File: config.mk
export PLATFORM = sky130hd
export DESIGN_NAME = keyscan_bus
export DESIGN_NICKNAME = d
export VERILOG_FILES = /design/src/rtl/keyscan_bus.sv
export SDC_FILE = /design/constraint.sdc
export NUM_CORES = 1
export LEC_CHECK = 0
export CAP_MARGIN = 20
export CORE_MARGIN = 2
export CORE_UTILIZATION = 35
export CTS_CLUSTER_DIAMETER = 30
export DETAILED_ROUTE_END_ITERATION = 16
export PLACE_DENSITY = 0.62
export REMOVE_ABC_BUFFERS = 1
export SYNTH_ARGS = -nofsm -noshare
export SYNTH_HDL_FRONTEND = slang
export SYNTH_SLANG_ARGS = --single-unit
File: constraint.sdc
create_clock -name clk -period 3.2 [get_ports clk]
set_clock_uncertainty 0.05 [all_clocks]
set_input_delay 0.48 -clock clk [delete_from_list [all_inputs] [get_ports clk]]
set_output_delay 0.48 -clock clk [all_outputs]
set_load 0.1 [all_outputs]
File: src/rtl/keyscan_bus.sv
module keyscan_bus #(
  parameter logic [7:0] PORT_LO  = 8'hFE,
  parameter int         IDLE_CYC = 64,
  parameter int         DEB_CYC  = 256
) (
  input  logic        clk,
  input  logic        rst_n,
  input  logic [7:0]  col_n,
  output logic [7:0]  row_n,
  output logic [15:0] bus_addr,
  output logic        bus_iorq_n,
  output logic        bus_rd_n,
  output logic [7:0]  bus_data,
  output logic [5:0]  key_code,
  output logic        key_valid,
  output logic        key_up
);
  localparam int CNT_MAX = (IDLE_CYC > DEB_CYC) ? IDLE_CYC : DEB_CYC;
  localparam int CW      = $clog2(CNT_MAX + 1);
  localparam logic [CW-1:0] IDLE_LD = CW'(IDLE_CYC - 1);
  localparam logic [CW-1:0] DEB_LD  = CW'(DEB_CYC - 1);

  typedef enum logic [1:0] {S_WAIT, S_PROBE, S_ROW, S_DEB} st_t;

  st_t           st;
  logic [CW-1:0] cnt;
  logic [2:0]    row;
  logic          conf, held;
  logic [5:0]    cand;
  logic          rd_act, port_sel, hit;
  logic [7:0]    hi_byte;
  logic [2:0]    low_col;
  logic [5:0]    code_now;

  assign rd_act     = (st == S_PROBE) || (st == S_ROW);
  assign hi_byte    = (st == S_PROBE) ? 8'h00 :
                      (st == S_ROW)   ? ~(8'd1 << row) : 8'hFF;
  assign bus_addr   = {hi_byte, PORT_LO};
  assign bus_iorq_n = ~rd_act;
  assign bus_rd_n   = ~rd_act;

  assign port_sel = !bus_iorq_n && !bus_rd_n && (bus_addr[7:0] == PORT_LO);
  assign row_n    = port_sel ? bus_addr[15:8] : 8'hFF;
  assign bus_data = port_sel ? col_n : 8'hFF;
  assign hit      = (bus_data != 8'hFF);

  always_comb begin
    low_col = 3'd0;
    for (int c = 7; c >= 0; c--)
      if (!bus_data[c]) low_col = 3'(c);
  end
  assign code_now = {row, low_col};

  always_ff @(posedge clk or negedge rst_n) begin
    if (!rst_n) begin
      st        <= S_WAIT;
      cnt       <= IDLE_LD;
      row       <= 3'd0;
      conf      <= 1'b0;
      held      <= 1'b0;
      cand      <= 6'd0;
      key_code  <= 6'd0;
      key_valid <= 1'b0;
      key_up    <= 1'b0;
    end else begin
      key_valid <= 1'b0;
      key_up    <= 1'b0;
      case (st)
        S_WAIT: begin
          if (cnt == '0) st <= S_PROBE;
          else cnt <= cnt - 1'b1;
        end
        S_PROBE: begin
          if (hit && !held) begin
            st   <= S_ROW;
            row  <= 3'd0;
            conf <= 1'b0;
          end else begin
            if (!hit && held) begin
              key_up <= 1'b1;
              held   <= 1'b0;
            end
            st  <= S_WAIT;
            cnt <= IDLE_LD;
          end
        end
        S_ROW: begin
          if (hit) begin
            if (!conf) begin
              cand <= code_now;
              st   <= S_DEB;
              cnt  <= DEB_LD;
            end else begin
              if (code_now == cand) begin
                key_valid <= 1'b1;
                key_code  <= code_now;
                held      <= 1'b1;
              end
              st  <= S_WAIT;
              cnt <= IDLE_LD;
            end
          end else if (row == 3'd7) begin
            st  <= S_WAIT;
            cnt <= IDLE_LD;
          end else begin
            row <= row + 1'b1;
          end
        end
        S_DEB: begin
          if (cnt == '0) begin
            st   <= S_ROW;
            row  <= 3'd0;
            conf <= 1'b1;
          end else cnt <= cnt - 1'b1;
        end
        default: st <= S_WAIT;
      endcase
    end
  end
endmodule


After elaboration in Yosys (flattened, before gate mapping)
Index checks and enable logic that the tools add are counted.

operators by class
  add/sub/neg operators = 2
  bitwise logic cells = 3
  reductions and logical operators = 18
  eq/ne operators = 18
  shifts and indexed selects = 1
  mux-type cells = 46

operators with widths
  operator                                                             count
  8-bit two-way mux                                                    5
  3-bit two-way mux                                                    12
  9-bit two-way mux                                                    4
  9-bit one-hot mux with 3 select lines                                1
  2-bit != test (second input constant)                                8
  1-bit two-way mux                                                    14
  2-bit two-way mux                                                    6
  3-bit AND reduction                                                  4
  9-bit logical NOT                                                    1
  3-bit one-hot mux with 3 select lines                                1
  9-bit by 1-bit subtractor with 9-bit output (second input constant)  1
  8-bit != test (second input constant)                                1
  8-bit NOT                                                            1
  2-bit one-hot mux with 4 select lines                                1
  1-bit by 3-bit << shifter with 8-bit output (first input constant)   1
  6-bit equality test                                                  1
  2-bit by 1-bit != test with 1-bit output (second input constant)     3
  6-bit AND reduction                                                  1
  5-bit AND reduction                                                  1
  2-bit equality test (second input constant)                          2
  1-bit one-hot mux with 2 select lines                                2
  4-bit AND reduction                                                  1
  2-bit nonzero test                                                   2
  3-bit by 1-bit adder with 3-bit output (second input constant)       1
  other kinds (10)                                                     13

storage, ports and cells
  register bits = 30
  input bits = 10
  output and inout port bits = 42
  logic and storage cells = 97

Logic depth before layout (Yosys ltp)
  depth after elaboration = 16
  gate-level depth with buffers = 9
  depth with buffers taken out = 8

Least setup slack after synthesis
Ideal clock, no wire load.

  kind = flip-flop to output port
  start point = register st[0]
  end point = output row_n[5]
  arrival time = 3.521 ns
  buffers on the path = 1
  slack = -0.851 ns
  cell stages (with the launch flop) = 6
  cell sequence = dfrtp_1 -> inv_1 -> ha_1 -> clkbuf_1 -> a31oi_1 -> nand2b_1

on the way
  longest elaborated chain between the ends = 4

RTL lines
  element                 RTL line  source
  start, declared         25        st_t st;
  start signal, assigned  56        st <= S_WAIT;
  start signal, assigned  70        if (cnt == '0) st <= S_PROBE;
  start signal, assigned  75        st <= S_ROW;
  2-bit equality test     37        (st == S_ROW) ? ~(8'd1 << row) : 8'hFF;
  8-bit two-way mux       37
  8-bit two-way mux (*)   36        assign hi_byte = (st == S_PROBE) ? 8'h00 :
  named net bus_addr[13]  10        output logic [15:0] bus_addr,
  8-bit two-way mux (*)   43        assign row_n = port_sel ? bus_addr[15:8] : 8'hFF;
  end, declared           9         output logic [7:0] row_n,

The timed path passes the listed nets; every way through them passes the cells marked *.

Worst setup path after layout
  start point = register st[0]
  end point = output row_n[2]

on the way
  longest elaborated chain between the ends = 4

RTL lines
  element                RTL line
  2-bit equality test    35, 37
  8-bit two-way mux      37
  8-bit two-way mux      36
  8-bit two-way mux (*)  43

Every way passes the cells marked *; elsewhere a longest branch is shown, timed or not.

==> results.rst <==
.. list-table::
   :header-rows: 1

   * - Metric
     - Value
   * - Proportion of netlist area held by the largest area contributor
     - 30.1%
   * - Sum of net half-perimeters after detailed placement
     - 3240 um
   * - Area of the core
     - 5510 um^2
   * - Final core utilization
     - 45.2%
   * - Most frequent CP cell
     - sky130_fd_sc_hd__inv_1
   * - Hold bufs inserted after CTS
     - 0
   * - Area Overhead vs Synth
     - 24.7%
   * - Vertical extent of the die
     - 79.5 um
   * - Final net count
     - 294
   * - Starting Density
     - 36.3%
   * - Die ar.
     - about 6300 um^2
   * - Number of register bits inferred by synthesis
     - 30
   * - Ports
     - 52
   * - Yosys top cell by area
     - sky130_fd_sc_hd__dfrtp_1
   * - Vias in the first global route
     - about 1.6k
   * - Type of the worst setup path
     - flop to output port
   * - Number of buffers added on ports
     - between 40 and 50
   * - Cell chain of the critical path
     - inv_1 -> ha_1 -> inv_1 -> nor2_1 -> a21oi_1 -> nand2b_1 -> buf_4
   * - Commonest cells in the synthesized netlist
     - sky130_fd_sc_hd__dfrtp_1 (24), sky130_fd_sc_hd__a21oi_1 (19), sky130_fd_sc_hd__nand2_1 (18)
   * - Status
     - completed
   * - Antenna viol nets, final
     - 0
   * - Worst-case setup margin in the final layout
     - 351 ps
   * - Sequential power share
     - 46.3%
   * - Number of antenna cells inserted
     - 0
   * - Flip-flop cell with the highest count after synthesis
     - sky130_fd_sc_hd__dfrtp_1
   * - Number of fill cells in the layout
     - 551
   * - Leakage dissipation
     - approximately 1.1 nW
   * - # clock sinks
     - 30
   * - Number of vias per cell after detailed routing
     - between 5 and 6
   * - Die span in x
     - 79.5 um
   * - Kind of start point of the critical path
     - flop
   * - Total congestion overflow after global routing
     - 0
   * - Data required time of the critical path
     - 2670 ps
   * - Number of antenna violations at the first check in global routing
     - 0
   * - Routed wirelength normalized by instance count
     - 12.8 um
   * - All-Layer GR Usage
     - about 15%
   * - Type of the most critical hold path
     - flop to flop
   * - Total clock buffers created by CTS
     - 5
   * - Setup repair after global routing missed its margin
     - no
   * - Number of resized instances in the post-cts repair step
     - 0
   * - Final number of setup-violating endpoints
     - 0
   * - Number of enable-type register cells in the synthesized netlist
     - 0
   * - Final number of hold-violating endpoints
     - 0
   * - Initial DRC count
     - about 110
   * - Total Wirelength
     - 4410 um
   * - Number of buffers and inverters on the critical path
     - 3
   * - Worst IR Drop VDD
     - around 0.16 mV
   * - Slew Viols, Final
     - 0
   * - First-pass GRT wire length
     - 7530 um
   * - Htree depth
     - 2
   * - Synth warn
     - 0
   * - Clock transition at the registers of the reported paths
     - 70 ps
   * - Number of cell rows
     - 27
   * - Power density over the cells
     - 331 nW/um^2
   * - Slack of the worst reg-to-reg path
     - 520 ps
   * - Syn avg cell area
     - about 8.7 um^2
   * - Total standard cell area after synthesis
     - 2000 um^2
   * - Net Sw Power
     - approximately 0.21 mW
   * - Logic gate share of total power
     - 9.8%
   * - CP Max Fanout
     - 14
   * - Internal power
     - 0.613 mW
   * - Clock share of power
     - 44.0%
   * - Post-place setup slack
     - 243 ps
   * - Main area contributors after synthesis
     - sky130_fd_sc_hd__dfrtp_1 (30%), sky130_fd_sc_hd__ha_1 (8.1%), sky130_fd_sc_hd__dfstp_2 (7.9%), sky130_fd_sc_hd__nand2b_1 (5.3%), sky130_fd_sc_hd__a21oi_1 (4.8%)
   * - Proportion of layout cells with a drive suffix above 1
     - around 20%
   * - CTS tree
     - yes
   * - Sequential element share of the synthesized area
     - 38.0%
   * - Family with the most delay on the worst path
     - buffers and inverters
   * - Critical path arrival
     - roughly 2300 ps
   * - Transition time at the pin with the least slew margin
     - 965 ps
   * - Length of the first detailed-routing pass in iterations
     - 4
   * - Maximum Capacitance Violations
     - 0
   * - Vias
     - 1,728
   * - Peak Freq
     - 0.351 GHz
   * - Sw Share
     - 25.6%
   * - Maximum number of pins on one net before global-route repair
     - 34
   * - Cell variety after synth
     - 43
   * - Clock latency at the later pin of the worst-skew pair
     - 290 ps
   * - Final Wtd Congestion
     - between 0.7 and 0.8
   * - Slew Limit Headroom
     - 35.4%
   * - Final worst path period need
     - 2850 ps
   * - Slowest Stage Delay on Critical Path
     - 510 ps
   * - Synth Instances
     - 229
   * - Setup fix buffers added after clock tree synthesis
     - 0
   * - Kind of end point of the critical path
     - output port
   * - Proportion of register bits with asynchronous set or reset after synthesis
     - 100%
   * - Library cell contributing the largest single delay on the critical path
     - sky130_fd_sc_hd__ha_1
   * - Clk buf depth
     - 2
   * - Remaining design rule violation count
     - 0
   * - Crit share post-route
     - 89.0%
   * - Clock Tree Root
     - sky130_fd_sc_hd__clkbuf_8
   * - Count leader, synth
     - sky130_fd_sc_hd__dfrtp_1
==> through the flow <==
step           instance area (um^2)  power, mW  instances  hold WS (ps)  setup TNS, ps
3_3_place_gp                   2380      0.469        336           431              0
6_report                       2490      0.824        344           452              0
5_1_grt                        2490      0.849        344           474              0
2_1_floorplan                  1920      0.442        218           134          -8930
4_1_cts                        2490      0.831        344           454              0
3_5_place_dp                   2380      0.469        336           440              0
==> worst register-to-register path: stages, from the launching register on <==
cell                       delay (ps)
sky130_fd_sc_hd__dfrtp_1          400
sky130_fd_sc_hd__inv_1             90
sky130_fd_sc_hd__ha_1             310
sky130_fd_sc_hd__inv_2             70
sky130_fd_sc_hd__or3_1            370
sky130_fd_sc_hd__a2111o_1         450
sky130_fd_sc_hd__or3b_1           410
sky130_fd_sc_hd__or2_4            270
sky130_fd_sc_hd__a22oi_2          180
==> cell usage in the layout (no fill, tap or decap), types with 3 or more instances in the layout <==
| master | count |
|---|---|
| sky130_fd_sc_hd__nand4_1 | 4 |
| sky130_fd_sc_hd__nand2_1 | 18 |
| sky130_fd_sc_hd__conb_1 | 8 |
| sky130_fd_sc_hd__a31oi_1 | 8 |
| sky130_fd_sc_hd__nand3_1 | 6 |
| sky130_fd_sc_hd__dfstp_2 | 6 |
| sky130_fd_sc_hd__clkdlybuf4s50_1 | 10 |
| sky130_fd_sc_hd__dfrtp_1 | 24 |
| sky130_fd_sc_hd__nand2b_1 | 17 |
| sky130_fd_sc_hd__inv_1 | 16 |
| sky130_fd_sc_hd__clkbuf_8 | 8 |
| sky130_fd_sc_hd__mux2_2 | 3 |
| sky130_fd_sc_hd__o21ai_1 | 4 |
| sky130_fd_sc_hd__nor2_1 | 12 |
| sky130_fd_sc_hd__a21oi_1 | 19 |
| sky130_fd_sc_hd__o21a_1 | 4 |
| sky130_fd_sc_hd__nor3_1 | 5 |
| sky130_fd_sc_hd__mux2i_1 | 4 |
| sky130_fd_sc_hd__ha_1 | 13 |
| sky130_fd_sc_hd__o21ai_0 | 16 |
| sky130_fd_sc_hd__xor2_1 | 5 |
| sky130_fd_sc_hd__buf_4 | 36 |
==> registers in the layout, summed over array words and instances, names as in the netlist <==
| name | count |
|---|---|
| st | 2 |
| conf | 1 |
| key_valid | 1 |
| row | 3 |
| key_code | 6 |
| key_up | 1 |
| held | 1 |
| cnt | 9 |
| cand | 6 |
==> routing by layer <==
metal  wire, um  up-vias  global-route usage, %  part of all wire, %
li1           -      873                      -                    -
met1       2210      807                   21.0                   50
met2       1910       41                   22.5                   43
met3        239        7                   4.07                  5.4
met4         60        0                   5.17                  1.4
met5          0        -                      0                    0
==> final cells by class <==
cell class	instances	area [um^2]	area share, %
inverter	17	63.8	2.56
tap	72	90.1	3.62
multi-input combinational	171	1100	44.1
clock buffer	8	110	4.42
timing repair buffer	46	370	14.9
sequential	30	758	30.4
==> power by group through the flow <==
stage | sequential (mW) | combinational [mW] | clock, mW
4_1_cts | 0.381 | 0.0810 | 0.369
3_5_place_dp | 0.388 | 0.0809 | 0
5_1_grt | 0.381 | 0.0853 | 0.382
3_3_place_gp | 0.388 | 0.0809 | 0
2_1_floorplan | 0.395 | 0.0473 | 0
6_report | 0.381 | 0.0804 | 0.362
==> worst paths after layout <==
path,startpoint,to,cells past startpoint
worst max-delay path,st[0],row_n[2],7
max in group asynchronous,rst_n,cnt[5],2
worst min register to register,cand[5],cand[5],2
min in group asynchronous,rst_n,row[1],2
worst min-delay path,cand[5],cand[5],2
worst max register to register,st[0],held,8
==> logic make-up after synthesis <==
logic type,synth area share [%]
adders and majority gates,8.15
buffers and inverters,8.15
DFF,38.0
other,0.376
and+or+nand+nor,18.0
AOI/OAI and AO/OA,20.6
muxes,3.70
xor gates and xnor gates,3.07
(Power assumes the default switching activity.)
